### src/rtl/pit_pkg.sv
package pit_pkg;
    localparam int STAGES   = 14;
    localparam int SEL_W    = 4;
    localparam int DATA_W   = 8;
    // control register bit positions (address 1)
    localparam int B_SRC    = 0;
    localparam int B_IRQEN  = 1;
    localparam int B_BYPASS = 2;
    localparam int B_CLR    = 3;

    typedef enum logic {
        ST_AWAKE = 1'b0,
        ST_SLEEP = 1'b1
    } sync_state_t;
endpackage

### src/rtl/pit_regs.sv
module pit_regs
    import pit_pkg::*;
#(
    parameter int SW = SEL_W,
    parameter int DW = DATA_W
) (
    input  logic          clk,
    input  logic          rst_n,
    input  logic          wr_en,
    input  logic          wr_addr,
    input  logic [DW-1:0] wr_data,
    input  logic          tap_rise,
    output logic [SW-1:0] interval,
    output logic          src_sub,
    output logic          irq_en,
    output logic          bypass,
    output logic          flag
);
    logic wr_iv, wr_ctl, clr_req;

    always_comb begin
        wr_iv   = wr_en && !wr_addr;
        wr_ctl  = wr_en &&  wr_addr;
        clr_req = wr_ctl && wr_data[B_CLR];
    end

    always_ff @(posedge clk or negedge rst_n) begin
        if (!rst_n) begin
            interval <= '0;
            src_sub  <= 1'b0;
            irq_en   <= 1'b0;
            bypass   <= 1'b0;
        end else begin
            if (wr_iv)
                interval <= wr_data[SW-1:0];
            if (wr_ctl) begin
                src_sub <= wr_data[B_SRC];
                irq_en  <= wr_data[B_IRQEN];
                bypass  <= wr_data[B_BYPASS];
            end
        end
    end

    always_ff @(posedge clk or negedge rst_n) begin
        if (!rst_n)
            flag <= 1'b0;
        else if (tap_rise)
            flag <= 1'b1;
        else if (clr_req)
            flag <= 1'b0;
    end

    // an edge of the tap always leaves the flag set
    assert_flag_set_R4: assert property (@(posedge clk) disable iff (!rst_n)
        tap_rise |=> flag);
    // a clear with no edge drops the flag
    assert_flag_clear_R4: assert property (@(posedge clk) disable iff (!rst_n)
        (clr_req && !tap_rise) |=> !flag);
endmodule

### src/rtl/pit_divider.sv
module pit_divider
    import pit_pkg::*;
#(
    parameter int N  = STAGES,
    parameter int SW = SEL_W
) (
    input  logic          clk,
    input  logic          rst_n,
    input  logic          sys_tick,
    input  logic          sub_tick,
    input  logic          src_sub,
    input  logic [SW-1:0] interval,
    output logic          tap_bit,
    output logic          tap_rise
);
    localparam int LAST = N - 1;

    logic [N-1:0] cnt, cnt_nxt;
    logic         adv;
    logic [N-1:0] tap_now, tap_nxt;

    always_comb begin
        adv     = src_sub ? sub_tick : sys_tick;
        cnt_nxt = cnt + 1'b1;
    end

    // one-hot tap decode: one select line per stage, last stage takes overflow values
    genvar g;
    generate
        for (g = 0; g < N; g++) begin : g_tap
            logic hit;
            if (g == LAST) begin : g_last
                assign hit = (int'(interval) >= LAST);
            end else begin : g_mid
                assign hit = (int'(interval) == g);
            end
            assign tap_now[g] = hit & cnt[g];
            assign tap_nxt[g] = hit & cnt_nxt[g];
        end
    endgenerate

    always_comb begin
        tap_bit  = |tap_now;
        tap_rise = adv && !tap_bit && (|tap_nxt);
    end

    always_ff @(posedge clk or negedge rst_n) begin
        if (!rst_n)
            cnt <= '0;
        else if (adv)
            cnt <= cnt_nxt;
    end

    // the count holds when the chosen source gives no tick
    assert_hold_when_idle_R2: assert property (@(posedge clk) disable iff (!rst_n)
        !adv |=> $stable(cnt));
    // exactly one stage selected
    assert_tap_onehot_R3: assert property (@(posedge clk) disable iff (!rst_n)
        $onehot0(tap_nxt));
endmodule

### src/rtl/pit_outsync.sv
module pit_outsync
    import pit_pkg::*;
(
    input  logic clk,
    input  logic rst_n,
    input  logic sleep,
    input  logic sys_tick,
    input  logic tap_bit,
    output logic tmr_out
);
    sync_state_t state_q, state_d;
    logic        s1, s2;

    always_comb begin
        state_d = state_q;
        unique case (state_q)
            ST_AWAKE: if (sleep)  state_d = ST_SLEEP;
            ST_SLEEP: if (!sleep) state_d = ST_AWAKE;
            default:              state_d = ST_SLEEP;
        endcase
    end

    always_ff @(posedge clk or negedge rst_n) begin
        if (!rst_n)
            state_q <= ST_AWAKE;
        else
            state_q <= state_d;
    end

    always_ff @(posedge clk or negedge rst_n) begin
        if (!rst_n) begin
            s1 <= 1'b0;
            s2 <= 1'b0;
        end else if (sleep || state_q == ST_SLEEP) begin
            s1 <= 1'b0;
            s2 <= 1'b0;
        end else if (sys_tick) begin
            s1 <= tap_bit;
            s2 <= s1;
        end
    end

    always_comb begin
        tmr_out = 1'b0;
        unique case (state_q)
            ST_AWAKE: tmr_out = s2 && !sleep;
            ST_SLEEP: tmr_out = 1'b0;
            default:  tmr_out = 1'b0;
        endcase
    end

    // the synchronizer comes out of a sleep state empty
    assert_sync_empty_R7: assert property (@(posedge clk) disable iff (!rst_n)
        (state_q == ST_SLEEP) |=> (!s1 && !s2));
    // with no system tick the second flop keeps its value
    assert_sync_hold_R6: assert property (@(posedge clk) disable iff (!rst_n)
        (!sys_tick && !sleep && state_q == ST_AWAKE) |=> $stable(s2));
endmodule

### src/rtl/pit_prescaler.sv
module pit_prescaler
    import pit_pkg::*;
(
    input  logic             clk,
    input  logic             rst_n,
    input  logic             sys_tick,
    input  logic             sub_tick,
    input  logic             sleep,
    input  logic             wr_en,
    input  logic             wr_addr,
    input  logic [DATA_W-1:0] wr_data,
    output logic             tmr_out,
    output logic             irq_flag,
    output logic             irq_req,
    output logic             sub_tick_out
);
    logic [SEL_W-1:0] interval;
    logic src_sub, irq_en, bypass;
    logic tap_bit, tap_rise;

    pit_regs #(.SW(SEL_W), .DW(DATA_W)) u_regs (
        .clk(clk), .rst_n(rst_n), .wr_en(wr_en), .wr_addr(wr_addr),
        .wr_data(wr_data), .tap_rise(tap_rise), .interval(interval),
        .src_sub(src_sub), .irq_en(irq_en), .bypass(bypass), .flag(irq_flag)
    );

    pit_divider #(.N(STAGES), .SW(SEL_W)) u_div (
        .clk(clk), .rst_n(rst_n), .sys_tick(sys_tick), .sub_tick(sub_tick),
        .src_sub(src_sub), .interval(interval), .tap_bit(tap_bit),
        .tap_rise(tap_rise)
    );

    pit_outsync u_sync (
        .clk(clk), .rst_n(rst_n), .sleep(sleep), .sys_tick(sys_tick),
        .tap_bit(tap_bit), .tmr_out(tmr_out)
    );

    always_comb begin
        irq_req      = irq_flag && irq_en;
        sub_tick_out = bypass ? sub_tick : tap_rise;
    end

    // no request without a pending flag
    assert_req_needs_flag_R5: assert property (@(posedge clk) disable iff (!rst_n)
        irq_req |-> irq_flag);
    // output low whenever sleep is requested
    assert_low_in_sleep_R7: assert property (@(posedge clk) disable iff (!rst_n)
        sleep |-> !tmr_out);
    // bypassed path mirrors the raw sub tick
    assert_bypass_path_R9: assert property (@(posedge clk) disable iff (!rst_n)
        bypass |-> (sub_tick_out == sub_tick));
endmodule

### config.mk
export PLATFORM = sky130hd
export DESIGN_NAME = pit_prescaler
export DESIGN_NICKNAME = d
export VERILOG_FILES = /design/src/rtl/pit_pkg.sv /design/src/rtl/pit_regs.sv /design/src/rtl/pit_divider.sv /design/src/rtl/pit_outsync.sv /design/src/rtl/pit_prescaler.sv
export SDC_FILE = /design/constraint.sdc
export NUM_CORES = 1
export LEC_CHECK = 0
export BUFFER_PORTS_ARGS = -buffer_cell sky130_fd_sc_hd__buf_2
export CAP_MARGIN = 40
export CORE_UTILIZATION = 52
export DETAILED_ROUTE_END_ITERATION = 8
export PLACE_DENSITY = 0.75
export SYNTH_ARGS = -nofsm -noshare
export SYNTH_HDL_FRONTEND = slang
export SYNTH_SLANG_ARGS = --single-unit
### constraint.sdc
create_clock -name clk -period 2.2 [get_ports clk]
set_clock_uncertainty 0.05 [all_clocks]
set_input_delay 0.33 -clock clk [delete_from_list [all_inputs] [get_ports clk]]
set_output_delay 0.33 -clock clk [all_outputs]
set_load 0.02 [all_outputs]
==> impl_metrics.yaml <==
status:
  outcome: "complete, but fails checks"
  violations: "setup timing"
logic_synthesis:
  synth-seq-area-share_pct: 39.0
  avgSynthCellArea_um2: 9.79
  synth.distinct_cells: 45
  ys_async_sr_fraction_pct: 100
  ys_seq_elements: 25
  ys.flop_type: "dfrtp_1"
  syn_nets: 180
  syn-instance-count: 164
  synth_edf_count: 0
  netlist_area_mm2: 0.00161
  yosys_warnings: 0
global_routing:
  grt_pass1_wl_um: 7220
  grt_start_max_net_pins: 26
  grt_pass1_vias: 1597
  track_usage_pct: 29.1
  grt_antenna_before_repair: 0
  grt_overflow: 0
power_and_ir_drop:
  power_density_mw_per_mm2: 1060
  p_leak_nw: 0.915
  internal_power_mw: 1.37
  p_sw_share_pct: 41.1
  power.switching_uw: 955
  power_frac_seq_pct: 33.1
  p_clk_share_pct: 8.9
  irDropWorstVdd_v: 0.000812
  p_comb_share_pct: 58.0
routing:
  drt_iter0_drc: 119
  vias: 1521
  drtAntennaViolNets: 0
  wl_per_cell_um: 18.7
  wl_um: 4630
  drc: 0
  first_pass_iters: 4
  via_per_inst: 6.13
cells_and_area:
  layout-drive-gt1-share_pct: 46.1
  nets: 234
  antennaDiodeCount: 0
  post-route-cell-area_mm2: 0.00220
  syn_to_final_growth_pct: 37.0
hold_path:
  whs_endpoint: "u_sync.state_q"
  hold_start: "sleep"
  hold_path.class: "input pin to flip-flop"
  min_path_cells: 1
critical_path:
  reg2reg_from: "u_regs.interval[2]"
  worstPathArrival_ns: 2.27
  r2r_slack_ns: 0.07
  end_kind: "primary output"
  startpoint_type: "flip-flop"
  critPathRequiredTime_ns: 1.82
  cp_max_fo: 4
  critPathKind: "flip-flop to primary output"
  r2r_end: "u_regs.flag"
  r2r_cells: 8
clocking:
  cts.htree.levels: 1
  path_clk_slew_ns: 0.13
  cts_buffers: 3
  root_buffer: "clkbuf_4"
  worstSkewPairLatency_ns: 0.32
  cts_buffer_depth: 2
  clock_sinks: 25
  cts_tree: "built"
placement:
  place_area_mm2: 0.00191
  place_ws_ns: -0.199
  dp_hpwl_um: 2930
  io_buffers: 14
  routabilityCongestion: 0.902
floorplan:
  die_w_um: 57.6
  io_pins: 19
  initial_utilization_pct: 56.7
  die_y_um: 57.6
  coreArea_mm2: 0.00283
  die_area_mm2: 0.00331
  rows: 19
timing:
  setup_viol: 1
  min_period_over_period_pct: 120
  rsz0062_at_grt: "true"
  fmax_mhz: 378
  drv_slew: 0
  relSlewSlack_pct: 60.7
  worst_pin_slew_ns: 0.588
  final-hold-violation-count: 0
  fin_ws_ns: -0.449
  fin_crit_ns: 2.65
job:
  maxCapViolCount: 0
-- placed cells by master (no fill, tap or decap), drive strengths merged, types with 2 or more instances in the layout --
| master | count |
|---|---|
| xor2 | 9 |
| a2bb2oi | 2 |
| a2111oi | 2 |
| a311oi | 2 |
| xnor2 | 13 |
| nor2 | 10 |
| nand2 | 12 |
| o211ai | 2 |
| o32ai | 3 |
| a21oi | 5 |
| dfrtp | 25 |
| buf | 57 |
| inv | 5 |
| nor3 | 9 |
| and4 | 2 |
| nor4 | 3 |
| mux2 | 10 |
| nor4b | 2 |
| a31oi | 2 |
| mux2i | 4 |
| clkbuf | 4 |
| or3 | 4 |
| nor2b | 4 |
| nand3 | 8 |
| o21ai | 3 |
| nand4 | 2 |
-- power by group through the flow --
stage	logic [mW]	clock network, mW	registers (mW)
after floorplan	0.678	0	0.712
after global placement	1.00	0	0.744
after detailed placement	1.05	0	0.757
after CTS	1.20	0.213	0.757
after global routing	1.44	0.226	0.794
final	1.35	0.206	0.771
-- cells by family after synthesis --
kind of cell,synth area share [%]
mux,9.51
xor+xnor,12.0
compound gates,12.2
simple gates,22.1
fa+ha+maj,0.779
flops,39.0
buf+inv,4.44
-- sequential cells by signal, indices dropped and copies added, names as in the netlist --
name and count:
u_regs.irq_en 1, u_regs.bypass 1, u_sync.state_q 1, u_regs.interval 4, u_div.cnt 14, u_regs.src_sub 1
u_sync.s2 1, u_sync.s1 1, u_regs.flag 1
-- Yosys cell counts (2+ instances only) --
library cell | instances | area [um^2]
inv_1 | 5 | 18.8
nand3_1 | 6 | 30.0
or3_1 | 4 | 25.0
mux2_2 | 10 | 113
o32ai_1 | 3 | 26.3
nor4_1 | 2 | 12.5
o21ai_0 | 3 | 15.0
a31oi_1 | 2 | 12.5
dfrtp_1 | 25 | 626
and4_1 | 2 | 17.5
xnor2_1 | 13 | 114
o211ai_1 | 2 | 15.0
nand2_1 | 12 | 45.0
nand4_1 | 2 | 12.5
nor3_1 | 9 | 45.0
nor2b_1 | 4 | 25.0
clkbuf_2 | 3 | 15.0
mux2i_1 | 4 | 40.0
a21oi_1 | 5 | 25.0
nor2_1 | 10 | 37.5
a311oi_1 | 2 | 17.5
nor4b_1 | 2 | 17.5
a2bb2oi_1 | 2 | 17.5
buf_2 | 3 | 15.0
xor2_1 | 9 | 78.8
-- worst max path at each step --
stage | startpoint | to | slack [ns]
2_1_floorplan | u_div.cnt[1] | sub_tick_out | 0.01
3_3_place_gp | u_div.cnt[1] | sub_tick_out | -0.1
3_5_place_dp | u_div.cnt[3] | sub_tick_out | -0.20
4_1_cts | u_div.cnt[0] | sub_tick_out | -0.41
5_1_grt | u_div.cnt[10] | sub_tick_out | -0.55
6_report | u_div.cnt[10] | sub_tick_out | -0.45
-- cell type report --
type,count,area (um^2)
multi-input cells,125,1060
clock buffers,4,26.3
repair buffers,58,420
fillers,178,629
flip-flops and latches,25,632
well taps,31,38.8
inverters,5,18.8
-- critical path, stage by stage, from the launching register on --
cell and delay (ns):
dfrtp_1 0.40, buf_4 0.15, nand4_1 0.17, nor3_1 0.27
xnor2_1 0.15, o32ai_1 0.11, nor4_2 0.32, buf_4 0.18
a21oi_2 0.05, buf_4 0.16
-- metal layers --
metal  routed length, um  global-route usage, %
met4                 161                   15.7
met5                   0                      0
met2                2390                   50.3
met1                1860                   35.7
met3                 210                   2.49
-- stage by stage --
stage / power (mW) / hold WS [ns] / cells / utilization [%] / setup TNS [ns]
finish: 2.33 / 0.110 / 248 / 77.8 / -0.449
global route: 2.46 / 0.0985 / 248 / 77.8 / -0.548
CTS: 2.17 / 0.0948 / 243 / 73.6 / -0.405
detailed placement: 1.81 / 0.298 / 231 / 67.6 / -0.199
global placement: 1.75 / 0.288 / 231 / 67.6 / -0.0965
floorplan: 1.39 / -0.0156 / 164 / - / 0
-- timing repair --
action / 4_1_cts / 5_1_grt
endpoints found under the hold margin: 25 / 0
buffers inserted: 7 / 7
hold buffers: 1 / 0
pin swaps: 13 / 8
resized for setup: 19 / 15
cloned: 0 / 0
endpoints found under the setup margin: 1 / 3
Note: power is estimated with default switching activity, not from simulation.
